[config.mk]
export PLATFORM = sky130hd
export DESIGN_NAME = chgrp_readout
export DESIGN_NICKNAME = d
export VERILOG_FILES = /design/src/rtl/chgrp_pkg.sv /design/src/rtl/chgrp_seq.sv /design/src/rtl/chgrp_tagpipe.sv /design/src/rtl/chgrp_ofifo.sv /design/src/rtl/chgrp_readout.sv
export SDC_FILE = /design/constraint.sdc
export NUM_CORES = 1
export LEC_CHECK = 0
export ABC_AREA = 1
export CORE_MARGIN = 10
export CORE_UTILIZATION = 44
export CTS_CLUSTER_SIZE = 14
export DETAILED_ROUTE_END_ITERATION = 12
export DONT_BUFFER_PORTS = 1
export PLACE_DENSITY_LB_ADDON = 0.05
export SYNTH_ARGS = -nofsm -noshare
export SYNTH_HDL_FRONTEND = slang
export SYNTH_HIERARCHICAL = 1
export SYNTH_SLANG_ARGS = --single-unit
[constraint.sdc]
create_clock -name clk -period 2.99 [get_ports clk]
set_input_delay 0.4485 -clock clk [delete_from_list [all_inputs] [get_ports clk]]
set_output_delay 0.4485 -clock clk [all_outputs]
set_load 0.01 [all_outputs]
[src/rtl/chgrp_pkg.sv]
package chgrp_pkg;
  localparam int NUM_CH = 4;
  localparam int CHW    = 2;

  typedef logic [CHW-1:0] ch_idx_t;

  typedef struct packed {
    ch_idx_t chan;
    logic    last;
  } word_tag_t;

  localparam int TAGW = $bits(word_tag_t);
endpackage

[src/rtl/chgrp_seq.sv]
// Read order sequencer: walks (channel, sample) in the selected order and
// keeps the position relative to the region base, wrapping incrementally.
module chgrp_seq
  import chgrp_pkg::*;
#(
  parameter int AW = 8,
  parameter int NW = 8
) (
  input  logic          clk,
  input  logic          rst,
  input  logic          load_i,
  input  logic          grp_i,
  input  logic [AW-1:0] start_rel_i,
  input  logic [AW-1:0] len_i,
  input  logic [NW-1:0] nsamp_i,
  input  logic          adv_i,
  output logic          active_o,
  output logic [AW-1:0] rel_o,
  output ch_idx_t       chan_o,
  output logic          last_o
);
  localparam logic [CHW-1:0] LAST_CH = CHW'(NUM_CH - 1);

  logic          act_q;
  logic          grp_q;
  logic [AW-1:0] srel_q;
  logic [AW-1:0] len_q;
  logic [NW-1:0] nlast_q;
  ch_idx_t       chan_q;
  logic [NW-1:0] samp_q;
  logic [AW-1:0] rel_q;
  logic          samp_end;

  function automatic logic [AW-1:0] wrap_pos(input logic [AW:0] x, input logic [AW-1:0] l);
    if (x >= {1'b0, l}) return AW'(x - {1'b0, l});
    else                return x[AW-1:0];
  endfunction

  assign samp_end = (samp_q == nlast_q);
  assign last_o   = (chan_q == LAST_CH) && samp_end;
  assign active_o = act_q;
  assign rel_o    = rel_q;
  assign chan_o   = chan_q;

  always_ff @(posedge clk) begin
    if (rst) begin
      act_q   <= 1'b0;
      grp_q   <= 1'b0;
      srel_q  <= '0;
      len_q   <= '0;
      nlast_q <= '0;
      chan_q  <= '0;
      samp_q  <= '0;
      rel_q   <= '0;
    end else if (load_i) begin
      act_q   <= 1'b1;
      grp_q   <= grp_i;
      srel_q  <= start_rel_i;
      len_q   <= len_i;
      nlast_q <= nsamp_i - NW'(1);
      chan_q  <= '0;
      samp_q  <= '0;
      rel_q   <= start_rel_i;
    end else if (adv_i && act_q) begin
      if (last_o) begin
        act_q <= 1'b0;
      end else if (grp_q) begin
        if (samp_end) begin
          chan_q <= chan_q + CHW'(1);
          samp_q <= '0;
          rel_q  <= wrap_pos({1'b0, srel_q} + (AW+1)'(chan_q) + (AW+1)'(1), len_q);
        end else begin
          samp_q <= samp_q + NW'(1);
          rel_q  <= wrap_pos({1'b0, rel_q} + (AW+1)'(NUM_CH), len_q);
        end
      end else begin
        chan_q <= chan_q + CHW'(1);
        if (chan_q == LAST_CH) samp_q <= samp_q + NW'(1);
        rel_q  <= wrap_pos({1'b0, rel_q} + (AW+1)'(1), len_q);
      end
    end
  end

  AST_REL_IN_REGION: assert property (@(posedge clk) disable iff (rst)
    act_q |-> (rel_q < len_q));
  AST_NO_RELOAD: assert property (@(posedge clk) disable iff (rst)
    load_i |-> !act_q);
  AST_GRP_CHAN_HOLD: assert property (@(posedge clk) disable iff (rst)
    (act_q && adv_i && grp_q && !samp_end) |=> (chan_q == $past(chan_q)));
endmodule

[src/rtl/chgrp_tagpipe.sv]
// Carries the channel/last tag of each request alongside the memory latency.
module chgrp_tagpipe #(
  parameter int LAT = 1,
  parameter int TW  = 3
) (
  input  logic                        clk,
  input  logic                        rst,
  input  logic                        in_vld_i,
  input  logic [TW-1:0]               in_tag_i,
  output logic                        out_vld_o,
  output logic [TW-1:0]               out_tag_o,
  output logic [$clog2(LAT+2)-1:0]    inflight_o
);
  localparam int CW = $clog2(LAT+2);

  logic [LAT-1:0] vld_q;
  logic [TW-1:0]  tag_q [LAT];

  for (genvar g = 0; g < LAT; g++) begin : g_stage
    if (g == 0) begin : g_first
      always_ff @(posedge clk) begin
        if (rst) vld_q[g] <= 1'b0;
        else     vld_q[g] <= in_vld_i;
        tag_q[g] <= in_tag_i;
      end
    end else begin : g_next
      always_ff @(posedge clk) begin
        if (rst) vld_q[g] <= 1'b0;
        else     vld_q[g] <= vld_q[g-1];
        tag_q[g] <= tag_q[g-1];
      end
    end
  end

  always_comb begin
    inflight_o = '0;
    for (int i = 0; i < LAT; i++) inflight_o = inflight_o + CW'(vld_q[i]);
  end

  assign out_vld_o = vld_q[LAT-1];
  assign out_tag_o = tag_q[LAT-1];
endmodule

[src/rtl/chgrp_ofifo.sv]
// Small output buffer absorbing words already requested when the sink stalls.
module chgrp_ofifo #(
  parameter int DEPTH = 4,
  parameter int W     = 19
) (
  input  logic                         clk,
  input  logic                         rst,
  input  logic                         push_i,
  input  logic [W-1:0]                 din_i,
  input  logic                         pop_i,
  output logic [W-1:0]                 dout_o,
  output logic                         nempty_o,
  output logic [$clog2(DEPTH+1)-1:0]   count_o
);
  localparam int PW = (DEPTH > 1) ? $clog2(DEPTH) : 1;
  localparam int CW = $clog2(DEPTH+1);
  localparam logic [PW-1:0] PMAX = PW'(DEPTH - 1);

  logic [W-1:0]  mem_q [DEPTH];
  logic [PW-1:0] wp_q, rp_q;
  logic [CW-1:0] cnt_q;
  logic          do_pop;

  assign do_pop = pop_i && (cnt_q != '0);

  always_ff @(posedge clk) begin
    if (push_i) mem_q[wp_q] <= din_i;
  end

  always_ff @(posedge clk) begin
    if (rst) begin
      wp_q  <= '0;
      rp_q  <= '0;
      cnt_q <= '0;
    end else begin
      if (push_i) wp_q <= (wp_q == PMAX) ? '0 : wp_q + PW'(1);
      if (do_pop) rp_q <= (rp_q == PMAX) ? '0 : rp_q + PW'(1);
      if (push_i && !do_pop)      cnt_q <= cnt_q + CW'(1);
      else if (!push_i && do_pop) cnt_q <= cnt_q - CW'(1);
    end
  end

  assign dout_o   = mem_q[rp_q];
  assign nempty_o = (cnt_q != '0);
  assign count_o  = cnt_q;

  AST_NO_OVERFLOW: assert property (@(posedge clk) disable iff (rst)
    (push_i && !pop_i) |-> (cnt_q < CW'(DEPTH)));
  AST_NO_UNDERFLOW: assert property (@(posedge clk) disable iff (rst)
    pop_i |-> (cnt_q != '0));
endmodule

[src/rtl/chgrp_readout.sv]
module chgrp_readout
  import chgrp_pkg::*;
#(
  parameter int AW         = 8,
  parameter int DW         = 16,
  parameter int NW         = 8,
  parameter int RD_LAT     = 1,
  parameter int FIFO_DEPTH = 4
) (
  input  logic          clk,
  input  logic          rst,
  input  logic          start_i,
  input  logic          grp_mode_i,
  input  logic [AW-1:0] start_addr_i,
  input  logic [AW-1:0] region_base_i,
  input  logic [AW-1:0] region_len_i,
  input  logic [NW-1:0] nsamp_i,
  output logic          mem_req_o,
  output logic [AW-1:0] mem_addr_o,
  input  logic [DW-1:0] mem_rdata_i,
  output logic          out_valid_o,
  input  logic          out_ready_i,
  output logic [DW-1:0] out_data_o,
  output logic [1:0]    out_chan_o,
  output logic          out_last_o,
  output logic          busy_o
);
  localparam int FW  = DW + TAGW;
  localparam int ICW = $clog2(RD_LAT+2);
  localparam int FCW = $clog2(FIFO_DEPTH+1);

  logic            busy_q;
  logic [AW-1:0]   base_q;
  logic            load;
  logic            issue;
  logic            fire;
  logic            seq_act;
  logic [AW-1:0]   seq_rel;
  ch_idx_t         seq_chan;
  logic            seq_last;
  word_tag_t       req_tag, ret_tag;
  logic [TAGW-1:0] ret_tag_bits;
  logic            ret_vld;
  logic [ICW-1:0]  inflight;
  logic [FCW-1:0]  fifo_cnt;
  logic [FW-1:0]   fifo_dout;

  assign load  = start_i && !busy_q && (nsamp_i != '0);
  assign issue = seq_act && ((int'(fifo_cnt) + int'(inflight)) < FIFO_DEPTH);
  assign fire  = out_valid_o && out_ready_i;

  always_ff @(posedge clk) begin
    if (rst) begin
      busy_q <= 1'b0;
      base_q <= '0;
    end else if (load) begin
      busy_q <= 1'b1;
      base_q <= region_base_i;
    end else if (fire && out_last_o) begin
      busy_q <= 1'b0;
    end
  end

  chgrp_seq #(.AW(AW), .NW(NW)) seq_i (
    .clk         (clk),
    .rst         (rst),
    .load_i      (load),
    .grp_i       (grp_mode_i),
    .start_rel_i (start_addr_i - region_base_i),
    .len_i       (region_len_i),
    .nsamp_i     (nsamp_i),
    .adv_i       (issue),
    .active_o    (seq_act),
    .rel_o       (seq_rel),
    .chan_o      (seq_chan),
    .last_o      (seq_last)
  );

  assign mem_req_o  = issue;
  assign mem_addr_o = base_q + seq_rel;

  assign req_tag.chan = seq_chan;
  assign req_tag.last = seq_last;

  chgrp_tagpipe #(.LAT(RD_LAT), .TW(TAGW)) pipe_i (
    .clk        (clk),
    .rst        (rst),
    .in_vld_i   (issue),
    .in_tag_i   (req_tag),
    .out_vld_o  (ret_vld),
    .out_tag_o  (ret_tag_bits),
    .inflight_o (inflight)
  );
  assign ret_tag = word_tag_t'(ret_tag_bits);

  chgrp_ofifo #(.DEPTH(FIFO_DEPTH), .W(FW)) fifo_i (
    .clk      (clk),
    .rst      (rst),
    .push_i   (ret_vld),
    .din_i    ({mem_rdata_i, ret_tag}),
    .pop_i    (fire),
    .dout_o   (fifo_dout),
    .nempty_o (out_valid_o),
    .count_o  (fifo_cnt)
  );

  assign out_data_o = fifo_dout[FW-1:TAGW];
  assign out_chan_o = fifo_dout[TAGW-1:1];
  assign out_last_o = fifo_dout[0];
  assign busy_o     = busy_q;

  AST_STALL_HOLD: assert property (@(posedge clk) disable iff (rst)
    (out_valid_o && !out_ready_i) |=> (out_valid_o && $stable(out_data_o)
      && $stable(out_chan_o) && $stable(out_last_o)));
  AST_LAST_IS_CH4: assert property (@(posedge clk) disable iff (rst)
    (out_valid_o && out_last_o) |-> (out_chan_o == 2'd3));
  AST_BUSY_DROP: assert property (@(posedge clk) disable iff (rst)
    (fire && out_last_o) |=> !busy_o);
  AST_IDLE_QUIET: assert property (@(posedge clk) disable iff (rst)
    !busy_o |-> (!out_valid_o && !mem_req_o));
endmodule

== Word level (Yosys, flattened, before mapping) ==
Memories as Yosys holds them, arrays and structs flattened. A register that Yosys moved wholly into a read port is not among the register bits.
Cells that the tools add are included.
Storage, ports and cells
  register bits after elaboration: 61
  RAM bits: 79
  input port bits: 53
  output and inout bits: 30
  word-level logic and storage cells: 95
  memories kept: 2
Memories
  fifo_i.mem_q: depth 4, width 19, read ports 1, clocked after memory_dff 1, wr ports 1, RTL line chgrp_ofifo.sv:19  | logic [W-1:0] mem_q [DEPTH];
  pipe_i.tag_q: depth 1, width 3, read ports 1, clocked after memory_dff 0, wr ports 1, RTL line chgrp_tagpipe.sv:17  | logic [TW-1:0] tag_q [LAT];
Cells by class
  add/sub/neg operators: 17
  order comparisons: 4
  equality and inequality tests: 6
  mux-type cells: 26
  bitwise operators: 1
  reduce and logical (&&, ||, !) cells: 25
Operators with widths (number)
  $mux W8: 11
  $sub A8 B8 Y8: 4
  $ge A9 B8 Y1: 3
  $mux W2: 6
  $logic_and A1 B1 Y1: 10
  $reduce_bool A2 Y1: 5
  $add A8 B1 Y9 const B: 1
  $add A8 B2 Y9: 1
  $add A8 B3 Y9 const B: 1
  $add A9 B1 Y9 const B: 1
  $add A8 B1 Y8 const B: 1
  $add A8 B8 Y8: 1
  $eq A8 B8 Y1: 1
  $reduce_bool A8 Y1: 1
  $sub A8 B1 Y8 const B: 1
  $mux W1: 7
  $add A2 B1 Y2 const B: 3
  $eq A2 B2 Y1 const B: 3
  $mux W3: 2
  $reduce_and A3 Y1: 2
  $add A3 B1 Y4: 1
  $lt A4 B3 Y1 const B: 1
  $ne A2 B2 Y1 const B: 2
  $reduce_and A2 Y1: 2
  other kinds (6): 8

== Logic depth before layout (Yosys ltp) ==
  depth in word-level cells: 9
  depth in mapped cells: 23
  mapped depth without buffers: 23

== By module ==
Netlist, hierarchy kept.
By module, submodules not included
  chgrp_seq: instances 1, cells an instance 633, area each 4007.6 µm², seq. area each 880.8 µm²
  chgrp_ofifo: instances 1, cells an instance 247, area each 3328.2 µm², seq. area each 2462.4 µm²
  chgrp_readout: instances 1, cells an instance 191, area each 1143.6 µm², seq. area each 180.2 µm²
  chgrp_tagpipe: instances 1, cells an instance 9, area each 108.9 µm², seq. area each 80.1 µm²

== Worst setup path before layout ==
No wires, ideal clock.
  path kind: register to register
  start: register seq_i.chan_q[0] (netlist: seq_i/chan_o[0])
  end: register seq_i.rel_q[5] (netlist: seq_i/rel_o[5])
  library setup time: 0.071 ns
  arrival: 2.835 ns
  setup slack: 0.084 ns
  cell stages (with the launch flop): 18
  path buffers: 1
  path through: dfxtp_1 > inv_1 > ha_1 > fa_1 > nor2_2 > nand3_1 > xor2_1 > ha_1 > a21oi_1 > nor2_1 > nor2_1 > nand2_1 > buf_4 > o21ai_0 > nand2_1 > nand3_1 > nand2_1 > a21oi_1
On the way
  word-level cells in the longest chain between the ends: 9
Ends and longest elaborated chain
  from (decl): RTL line chgrp_seq.sv:29  | ch_idx_t chan_q;
  from (signal assigned): RTL line chgrp_seq.sv:69  | chan_q <= chan_q + CHW'(1);
  from (signal assigned): RTL line chgrp_seq.sv:77  | chan_q <= chan_q + CHW'(1);
  $add A8 B2 Y9: RTL line chgrp_seq.sv:71  | rel_q <= wrap_pos({1'b0, srel_q} + (AW+1)'(chan_q) + (AW+1)'(1), len_q);
  $add A9 B1 Y9: RTL line chgrp_seq.sv:71
  $sub A8 B8 Y8 / $ge A9 B8 Y1 (equally long branches): RTL line chgrp_seq.sv:35  | if (x >= {1'b0, l}) return AW'(x - {1'b0, l});
  $mux W8: RTL line chgrp_seq.sv:35
  $mux W8: RTL line chgrp_seq.sv:68  | if (samp_end) begin
  $mux W8: RTL line chgrp_seq.sv:67  | end else if (grp_q) begin
  $mux W8: RTL line chgrp_seq.sv:65  | if (last_o) begin
  $mux W8: RTL line chgrp_seq.sv:64  | end else if (adv_i && act_q) begin
  $mux W8: RTL line chgrp_seq.sv:55  | end else if (load_i) begin
  to (signal assigned): RTL line chgrp_seq.sv:63  | rel_q <= start_rel_i;
  to (signal assigned): RTL line chgrp_seq.sv:71
  to (signal assigned): RTL line chgrp_seq.sv:74  | rel_q <= wrap_pos({1'b0, rel_q} + (AW+1)'(NUM_CH), len_q);
  to (decl): RTL line chgrp_seq.sv:31  | logic [AW-1:0] rel_q;
Parallel ways exist; a longest one is shown, timed or not. The select of a mux whose other input is x is not followed.
A chain may end at the register's enable or synchronous reset.

== Final worst setup path ==
  start: register seq_i.chan_q[0] (netlist: seq_i/chan_o[0])
  end: register seq_i.rel_q[2] (netlist: seq_i/rel_o[2])
Same word-level chain as after synthesis.

==> run summary <==
Clk network pwr share -> 0.312
crit-path leading delay family -> adder cells
WHS Endpoint -> busy_o$_SDFFE_PP0P_
Slew Limit Fails -> 0
Critical Path Start Type -> flop
Sink Count -> 142
I/O pin count -> 83
# hold bufs at CTS -> 0
Die Wd -> 159.7 um
final period utilization -> 0.9458
Root Buffer -> clkbuf_16
WHS -> 0.1002 ns
clock buffer count from CTS -> 17
remaining antenna violation count -> 0
Final Net Count -> 1224
Vias -> 6903
Clock Latency Late Sink -> 0.43 ns
pwr dens -> 673.4 mW/mm2
drt drc -> 0
core area -> 0.01933 mm2
slowest cell delay on critical path -> 0.38 ns
CTS clk-pin slew, worst paths -> 0.07 ns
Setup Skew -> 0.01119 ns
Die ar. -> 0.02551 mm2
fmax -> 353.6 MHz
drt initial violations -> 379
Sw Ratio -> 0.3751
share of cells above drive strength 1 -> 0.1262
first-pass GRT wire length -> 36130 um
synth unique cells -> 49
unrepaired setup endpoints after global routing -> true
Psw -> 2.479 mW
CP Cell Sequence -> inv_2, ha_4, fa_2, nor2_4, nand3_2, xor2_2, ha_4, buf_4, nand2_1, inv_1, nand3_2, nand2_4, buf_6, nand2_1, nand3_2, nand3_2, o21bai_1, a21oi_1
R2R Path Start -> seq_i/chan_o[0]$_SDFFE_PP0P_
WL final -> 22390 um
commonest non-fill, non-tap cell in the layout -> nand2_1
Clock Path Buffers -> 2
Max-Slew Margin vs Limit -> 0.3997
area of the mapped netlist -> 0.008588 mm2
fin util -> 0.5075
Filler cells -> 1937
status -> complete, no violations
Row Count -> 51
HP Start -> rst
Combinational Power Share -> 0.342
PortBufs -> 0
Worst-Margin Slew -> 0.8995 ns
die height -> 159.7 um
initial antenna violation count -> 0
post-synthesis sequential area ratio -> 0.4196
Ys Warns -> 6
CTS tree -> done
gr ovfl total -> 0
Worst setup EP type -> flop
Starting Density -> 0.4442
Max Fanout on Critical Path -> 7
DRT Pass-1 Iters -> 4
most frequent cells in the layout -> 222 x nand2_1, 151 x inv_1, 121 x nor2_1, 76 x edfxtp_1, 71 x nand3_1
worst reg-to-reg setup slack -> 0.16 ns
DR WL/cell -> 16.11 um
worst hold stages -> 1
number of global-route vias before repair -> 6682
CP Data Arrival Time -> 3.13 ns
vias per inst -> 4.966
Net Count, Synth -> 1192
syn_area_per_cell -> 7.952 um2
max-cap viol count -> 0
peak supply drop -> 0.0004474 V
worst endpoint required time -> 3.29 ns
worst hold path type -> in -> reg
Final Hold Viols -> 0
Crit path top cell by count -> nand3_2
#FFs+latches synth -> 142
# setup viols final -> 0
# diodes -> 0
leakage power -> 4.456 nW
final RePlAce weighted congestion -> 0.9016
all-layer global routing usage -> 0.1754
Layout Area Growth over Synthesis -> 14.26%
Pint -> 4.130 mW
pin count of the biggest net entering global routing -> 39
Buf/Inv on CP -> 4
detailed placement HPWL -> 16810 um
worst reg2reg path depth -> 18
post-synthesis cell count -> 1080
Seq pwr share -> 0.346
min Tclk post-route -> 2.828 ns
H-tree depth -> 4
r2r endpoint -> seq_i/rel_o[2]$_SDFFE_PP0P_
crit path kind -> reg -> reg
CP max-delay cell -> fa_2
sequential cells by signal (all words and copies together), names as in the netlist, 2 cells and up, named ones only:
register,cells
fifo_i/rp_q,2
seq_i/samp_q,8
base_q,8
seq_i/chan_o,2
seq_i/rel_o,8
pipe_i/tag_q,3
fifo_i/wp_q,2
seq_i/len_q,8
fifo_i/count_o,3
seq_i/nlast_q,8
fifo_i/mem_q,76
seq_i/srel_q,8
layout make-up:
cell class,instances,area (um2),share of cell area
flip-flops and latches,142,3606,0.3675
well taps,265,331.6,0.03379
clock buffers,17,425.4,0.04335
repair buffers,38,304.0,0.03098
multi-input cells,746,4370,0.4454
clock inverters,15,143.9,0.01466
inverters,167,631.9,0.06439
worst max path at each step:
| stage | startpoint | to | slack, ns | depth (start not counted) |
|---|---|---|---|---|
| 2_1_floorplan | seq_i/chan_o[0]$_SDFFE_PP0P_ | seq_i/rel_o[5]$_SDFFE_PP0P_ | 0.08 | 17 |
| 3_3_place_gp | seq_i/chan_o[0]$_SDFFE_PP0P_ | seq_i/rel_o[5]$_SDFFE_PP0P_ | 0.01 | 19 |
| 3_5_place_dp | seq_i/chan_o[0]$_SDFFE_PP0P_ | seq_i/rel_o[5]$_SDFFE_PP0P_ | -0.06 | 19 |
| 4_1_cts | seq_i/chan_o[0]$_SDFFE_PP0P_ | seq_i/rel_o[5]$_SDFFE_PP0P_ | 0.002 | 18 |
| 5_1_grt | seq_i/chan_o[0]$_SDFFE_PP0P_ | seq_i/rel_o[5]$_SDFFE_PP0P_ | -0.03 | 19 |
| 6_report | seq_i/chan_o[0]$_SDFFE_PP0P_ | seq_i/rel_o[2]$_SDFFE_PP0P_ | 0.16 | 18 |
layer usage:
metal	share of wire	vias up	track usage
li1	-	3616	-
met1	0.46	3144	0.2184
met2	0.48	123	0.2982
met3	0.049	20	0.04010
met4	0.013	0	0.04760
met5	0	-	0
metrics by stage:
stage / instance area [um2] / instances / power, mW / setup TNS (ns) / worst slack [ns]
2_1_floorplan: 8588 / 1080 / 3.918 / 0 / 0.08404
3_3_place_gp: 9002 / 1354 / 4.495 / 0 / 0.01170
3_5_place_dp: 9002 / 1354 / 4.493 / -0.1791 / -0.05627
4_1_cts: 9615 / 1387 / 6.579 / 0 / 0.001929
5_1_grt: 9813 / 1390 / 7.053 / -0.1301 / -0.03278
6_report: 9813 / 1390 / 6.609 / 0 / 0.1621
synthesized netlist by cell type (all sizes together):
master / n / area share
o221ai: 1 / 0.0010
clkinv: 3 / 0.0013
nor3: 7 / 0.0047
clkbuf: 10 / 0.0045
o211ai: 7 / 0.0061
a21oi: 51 / 0.030
a211oi: 2 / 0.0023
fa: 7 / 0.016
o22ai: 23 / 0.017
or2: 3 / 0.0022
edfxtp: 76 / 0.27
o21ai: 73 / 0.044
nor3b: 1 / 0.0015
nor4: 2 / 0.0015
nand3: 77 / 0.045
dfxtp: 66 / 0.15
inv: 164 / 0.072
xor2: 32 / 0.033
ha: 52 / 0.076
nand2: 231 / 0.10
and3: 2 / 0.0015
o21bai: 4 / 0.0035
conb: 1 / 0.00044
nor2: 136 / 0.068
xnor2: 9 / 0.0092
a21o: 3 / 0.0026
nand3b: 5 / 0.0044
buf: 15 / 0.016
nand4: 10 / 0.0073
a21boi: 2 / 0.0017
a31oi: 5 / 0.0044
power by group through the flow:
stage               sequential (mW)  clock [mW]  combinational (mW)
global route                   2.30        2.17                2.58
finish                         2.29        2.06                2.26
CTS                            2.29        2.10                2.19
detailed placement             2.33           0                2.17
floorplan                      2.29           0                1.62
global placement               2.33           0                2.17
worst register-to-register path, stage by stage, from the launching register on:
cell,delay (ns)
dfxtp_2,0.33
inv_2,0.04
ha_4,0.15
fa_2,0.38
nor2_4,0.12
nand3_2,0.09
xor2_2,0.22
ha_4,0.30
buf_4,0.11
nand2_1,0.05
inv_1,0.08
nand3_2,0.12
nand2_4,0.14
buf_6,0.13
nand2_1,0.06
nand3_2,0.09
nand3_2,0.06
o21bai_1,0.15
a21oi_1,0.08
repair_timing:
item,4_1_cts,5_1_grt
pin swaps,1,23
setup endpoints to repair,8,8
cloned,0,0
gates resized for setup,6,37
buffers inserted,1,3
kinds of logic (layout without fill, tap and decap cells):
logic type / after synthesis / in the layout / share of synthesized area
and+or+nand+nor: 474 / 474 / 0.2395
other: 1 / 1 / 0.0004366
buffers and inverters: 192 / 237 / 0.09367
adders and majority gates: 59 / 59 / 0.09207
AOI/OAI and AO/OA: 171 / 171 / 0.1129
xor gates and xnor gates: 41 / 41 / 0.04181
DFF: 142 / 142 / 0.4196
No activity file was read; power rests on OpenSTA's default activity.
